File: config.mk
export PLATFORM = sky130hd
export DESIGN_NAME = tmr_irq_ctl
export DESIGN_NICKNAME = d
export VERILOG_FILES = /design/src/rtl/tmr_irq_pkg.sv /design/src/rtl/tmr_irq_slot.sv /design/src/rtl/tmr_irq_router.sv /design/src/rtl/tmr_irq_ctl.sv
export SDC_FILE = /design/constraint.sdc
export NUM_CORES = 1
export LEC_CHECK = 0
export BUFFER_PORTS_ARGS = -buffer_cell sky130_fd_sc_hd__buf_2
export CELL_PAD_IN_SITES_DETAIL_PLACEMENT = 1
export CELL_PAD_IN_SITES_GLOBAL_PLACEMENT = 2
export CORE_AREA = 2 2 77 79
export CTS_BUF_LIST = sky130_fd_sc_hd__clkbuf_8
export DETAILED_ROUTE_END_ITERATION = 6
export DIE_AREA = 0 0 79 81
export PLACE_DENSITY_LB_ADDON = 0.05
export SLEW_MARGIN = 25
export SYNTH_ARGS = -nofsm -noshare
export SYNTH_HDL_FRONTEND = slang
export SYNTH_SLANG_ARGS = --single-unit
File: constraint.sdc
create_clock -name clk -period 3.5 [get_ports clk]
set_input_delay 0.7 -clock clk [delete_from_list [all_inputs] [get_ports clk]]
set_output_delay 0.7 -clock clk [all_outputs]
set_load 0.005 [all_outputs]
File: src/rtl/tmr_irq_pkg.sv
package tmr_irq_pkg;

  // next-state view of one timer, handed to the router
  typedef struct packed {
    logic sts;
    logic pulse;
  } slot_nx_t;

endpackage

File: src/rtl/tmr_irq_slot.sv
module tmr_irq_slot
  import tmr_irq_pkg::*;
(
  input  logic     clk,
  input  logic     rst,
  input  logic     fire,
  input  logic     en,
  input  logic     lvl,
  input  logic     glb_en,
  input  logic     clr,
  output logic     sts_q,
  output slot_nx_t nx
);

  logic en_q;
  logic deact;
  logic armed;

  assign deact = en_q & ~en;
  assign armed = en_q & glb_en;

  // priority: deactivation, then fire, then software clear
  always_comb begin
    nx.sts   = sts_q;
    nx.pulse = 1'b0;
    if (deact) begin
      nx.sts = 1'b0;
    end else if (fire) begin
      if (armed && lvl) begin
        nx.sts = 1'b1;
      end else begin
        nx.sts   = 1'b0;
        nx.pulse = armed & ~lvl;
      end
    end else if (clr) begin
      nx.sts = 1'b0;
    end
  end

  always_ff @(posedge clk) begin
    if (rst) begin
      en_q  <= 1'b0;
      sts_q <= 1'b0;
    end else begin
      en_q  <= en;
      sts_q <= nx.sts;
    end
  end

endmodule

File: src/rtl/tmr_irq_router.sv
module tmr_irq_router #(
  parameter int N_TMR   = 3,
  parameter int N_LINES = 24,
  parameter int RW      = 5,
  parameter int LEG0    = 0,
  parameter int LEG1    = 8
) (
  input  logic                 legacy,
  input  logic [N_TMR*RW-1:0]  route,
  input  logic [N_TMR-1:0]     act,
  output logic [N_LINES-1:0]   lines
);

  logic [RW-1:0] sel [N_TMR];

  for (genvar t = 0; t < N_TMR; t++) begin : g_sel
    if (t == 0) begin : g_leg0
      assign sel[t] = legacy ? RW'(LEG0) : route[t*RW +: RW];
    end else if (t == 1) begin : g_leg1
      assign sel[t] = legacy ? RW'(LEG1) : route[t*RW +: RW];
    end else begin : g_cfg
      assign sel[t] = route[t*RW +: RW];
    end
  end

  always_comb begin
    lines = '0;
    for (int t = 0; t < N_TMR; t++) begin
      for (int l = 0; l < N_LINES; l++) begin
        if (sel[t] == RW'(l)) lines[l] = lines[l] | act[t];
      end
    end
  end

endmodule

File: src/rtl/tmr_irq_ctl.sv
module tmr_irq_ctl
  import tmr_irq_pkg::*;
#(
  parameter int N_TMR   = 3,
  parameter int N_LINES = 24,
  parameter int LEG0    = 0,
  parameter int LEG1    = 8,
  localparam int RW     = $clog2(N_LINES)
) (
  input  logic                clk,
  input  logic                rst,
  input  logic [N_TMR-1:0]    fire_i,
  input  logic [N_TMR-1:0]    tmr_en_i,
  input  logic [N_TMR-1:0]    tmr_lvl_i,
  input  logic [N_TMR*RW-1:0] tmr_route_i,
  input  logic                glb_en_i,
  input  logic                legacy_i,
  input  logic                sts_wr_i,
  input  logic [N_TMR-1:0]    sts_wdata_i,
  output logic [N_TMR-1:0]    sts_o,
  output logic [N_LINES-1:0]  irq_o
);

  slot_nx_t             nx [N_TMR];
  logic [N_TMR-1:0]     act;
  logic [N_LINES-1:0]   lines_nx;

  for (genvar t = 0; t < N_TMR; t++) begin : g_slot
    tmr_irq_slot u_slot (
      .clk    (clk),
      .rst    (rst),
      .fire   (fire_i[t]),
      .en     (tmr_en_i[t]),
      .lvl    (tmr_lvl_i[t]),
      .glb_en (glb_en_i),
      .clr    (sts_wr_i & sts_wdata_i[t]),
      .sts_q  (sts_o[t]),
      .nx     (nx[t])
    );
    assign act[t] = nx[t].sts | nx[t].pulse;
  end

  tmr_irq_router #(
    .N_TMR   (N_TMR),
    .N_LINES (N_LINES),
    .RW      (RW),
    .LEG0    (LEG0),
    .LEG1    (LEG1)
  ) u_router (
    .legacy (legacy_i),
    .route  (tmr_route_i),
    .act    (act),
    .lines  (lines_nx)
  );

  always_ff @(posedge clk) begin
    if (rst) irq_o <= '0;
    else     irq_o <= lines_nx;
  end

endmodule

==> results_dict.tcl <==
set metrics [dict create \
    hp-class "flop to flop" \
    drv_cap 0 \
    ir_drop_v 0.000156 \
    die_area_mm2 0.00640 \
    cts_max_level 2 \
    max_stage_delay_ns 0.49 \
    synthDominantCellAreaShare 0.362 \
    dr.pass1.iters 4 \
    overflow 0 \
    seq_area_frac_synth 0.362 \
    worstPathArrival_ns 2.15 \
    required_ns 3.63 \
    hold_violations 0 \
    cts_buffers 5 \
    met2_length_mm 2.67 \
    post-synth-top-area-cell "dfxtp_1" \
    grt_max_degree 26 \
    fmax_mhz 495 \
    die_y_um 81 \
    p_per_area_mw_per_mm2 348 \
    drive_above_1_share 0.277 \
    post_cts_resized 0 \
    start_util 0.293 \
    drv_slew 0 \
    antenna_cells 0 \
    layout_setup_ws_ns 1.48 \
    clk_latency_ns 0.29 \
    relSlewSlack 0.431 \
    cp_cell_sequence "buf_2 -> nor2b_1 -> and4_1 -> o21ai_0 -> o221ai_1" \
    syn_inst 203 \
    synth_cell_types 39 \
    area_growth_pct 24.6 \
    cts_tree "done" \
    syn_avg_cell_area_um2 8.18 \
    period_share 0.577 \
    syn_area_mm2 0.00166 \
    die_w_um 79 \
    grt_first_pass_wirelength_mm 9.48 \
    ys_top_cells_by_area "dfxtp_1 (36%), nand3_1 (8.4%), o221ai_1 (5.8%), o211ai_1 (5.4%), nand4_1 (5.3%)" \
    gp_congestion 0.875 \
    clk_path_buf_depth 2 \
    p_leak_uw 0.000795 \
    antenna_found_initial 0 \
    slowest_stage "o21ai_0" \
    met3WireLength_um 369 \
    finalInstanceArea_mm2 0.00207 \
    async_reset_ff_frac 0 \
    ys.flop_type "dfxtp_1" \
    clock_sinks 30 \
    synth_nets 235 \
    layout_min_cycle_time_ns 2.02 \
    ys_seq_elements 30 \
    fin_cells 331 \
    reg2reg_depth 4 \
    place_area_mm2 0.00198 \
    min_delay_path_depth 2 \
    crit_type "input port to flop" \
    via_per_inst 5.44 \
    status "complete, no violations" \
    cts_root_buf "clkbuf_8" \
    fin_tns_setup_ns 0 \
    yosys_warnings 0 \
    post_drt_wl_per_cell_um 17.7 \
    dp_cells 323 \
    whs_ns 0.604 \
    hpwlAfterDp_mm 4.71 \
    synth_edf_count 0 \
    cts_setup_buffers 0 \
    rows 28 \
    place_ws_ns 1.22 \
    end_kind "flop" \
    grt_pass1_vias 1756 \
    ctsHoldBuffers 0 \
    final_nets 287 \
    core_mm2 0.00568 \
    wirelength_mm 5.87 \
    fin_skew_ns 0.00844 \
    crit_fanout 18 \
    worstMarginPinSlew_ns 0.842 \
    io_pins 59 \
    clk_pin_slew_worst_paths_ns 0.07 \
    rsz0062_at_grt "no" \
    setup_violations 0 \
    io_buffers 58 \
    drtAntennaViolNets 0 \
    vias 1799 \
    grt_util_all_layers 0.196 \
    drt_iter0_markers 156 \
    highest_layer "met4" \
    start_kind "input port" \
    drt-met1-wl_mm 2.71 \
    drc_errors 0 \
]
-- where the power goes --
part           switching (uW)  leakage (uW)  internal, uW  total [uW]
Clock                     130     0.0000524           155         286
Combinational            60.0      0.000501          29.5        89.4
Sequential               1.34      0.000243           344         346
Total                     192      0.000795           529         721
-- registers in the layout (all words and copies together), names as in the netlist --
name,count
g_slot.u_slot.en_q,3
irq_o,24
g_slot.u_slot.sts_q,3
-- area by class of cell --
cell class	instances	area (um2)
clock buffers	6	82.6
clock inverters	2	8.76
fillers	727	3610
inverters	3	11.3
multi-input cells	157	982
flip-flops and latches	30	601
well taps	75	93.8
repair buffers	58	290
-- critical path, delay by kind of cell --
family	cells	cell delay, ns
AO/OA/AOI/OAI	2	0.71
buffers and inverters	1	0.31
AND/OR/NAND/NOR	2	0.41
-- through the flow --
| step | util | total power, uW |
|---|---|---|
| 3_3_place_gp | 0.349 | 444 |
| 3_5_place_dp | 0.349 | 442 |
| 5_1_grt | 0.365 | 760 |
| 6_report | 0.365 | 721 |
| 2_1_floorplan | - | 401 |
| 4_1_cts | 0.365 | 729 |
-- worst paths after layout --
kind	from	endpoint	slack [ns]
setup reg to reg	g_slot[0].u_slot.sts_q	irq_o[16]	1.69
setup / recovery	rst	irq_o[22]	1.48
hold / removal	g_slot[1].u_slot.en_q	g_slot[1].u_slot.sts_q	0.60
hold reg to reg	g_slot[1].u_slot.en_q	g_slot[1].u_slot.sts_q	0.60
-- cell usage in the layout, fill, tap and decap left out, drive strengths merged, types with 2 or more instances in the layout --
cell type | Yosys | layout
dfxtp | 30 | 30
nand2b | 7 | 7
nand2 | 10 | 10
nand3 | 28 | 28
nor3 | 9 | 9
nor3b | 4 | 4
o211ai | 12 | 12
o221ai | 11 | 11
clkbuf | 7 | 6
a21bo | 2 | 2
nor2b | 10 | 10
and2 | 2 | 2
or3 | 2 | 2
o311ai | 3 | 3
nor2 | 14 | 14
buf | 6 | 58
nand3b | 2 | 2
nand4 | 14 | 14
nor4b | 3 | 3
o21ai | 7 | 7
inv | 3 | 4
nor4 | 4 | 4
-- kinds of logic (layout without fill, tap and decap cells) --
| family | Yosys count | after routing | share of synthesized area |
|---|---|---|---|
| AOI/OAI and AO/OA | 43 | 43 | 0.201 |
| buffers and inverters | 16 | 69 | 0.0467 |
| and+or+nand+nor | 114 | 114 | 0.390 |
| DFF | 30 | 30 | 0.362 |
-- layer usage --
metal  global-route usage  up-vias
li1                     -      883
met1                0.269      846
met2                0.295       59
met3               0.0500       11
met4               0.0741        0
met5                    0        -
-- synthesized netlist by cell type, drive strengths merged (2+ instances only) --
master,instances
dfxtp,30
nand3,28
nand4,14
nor2,14
o211ai,12
o221ai,11
nand2,10
nor2b,10
nor3,9
clkbuf,7
nand2b,7
o21ai,7
buf,6
nor3b,4
nor4,4
inv,3
nor4b,3
o311ai,3
a21bo,2
and2,2
nand3b,2
or3,2
Note: power is estimated with default switching activity, not from simulation.
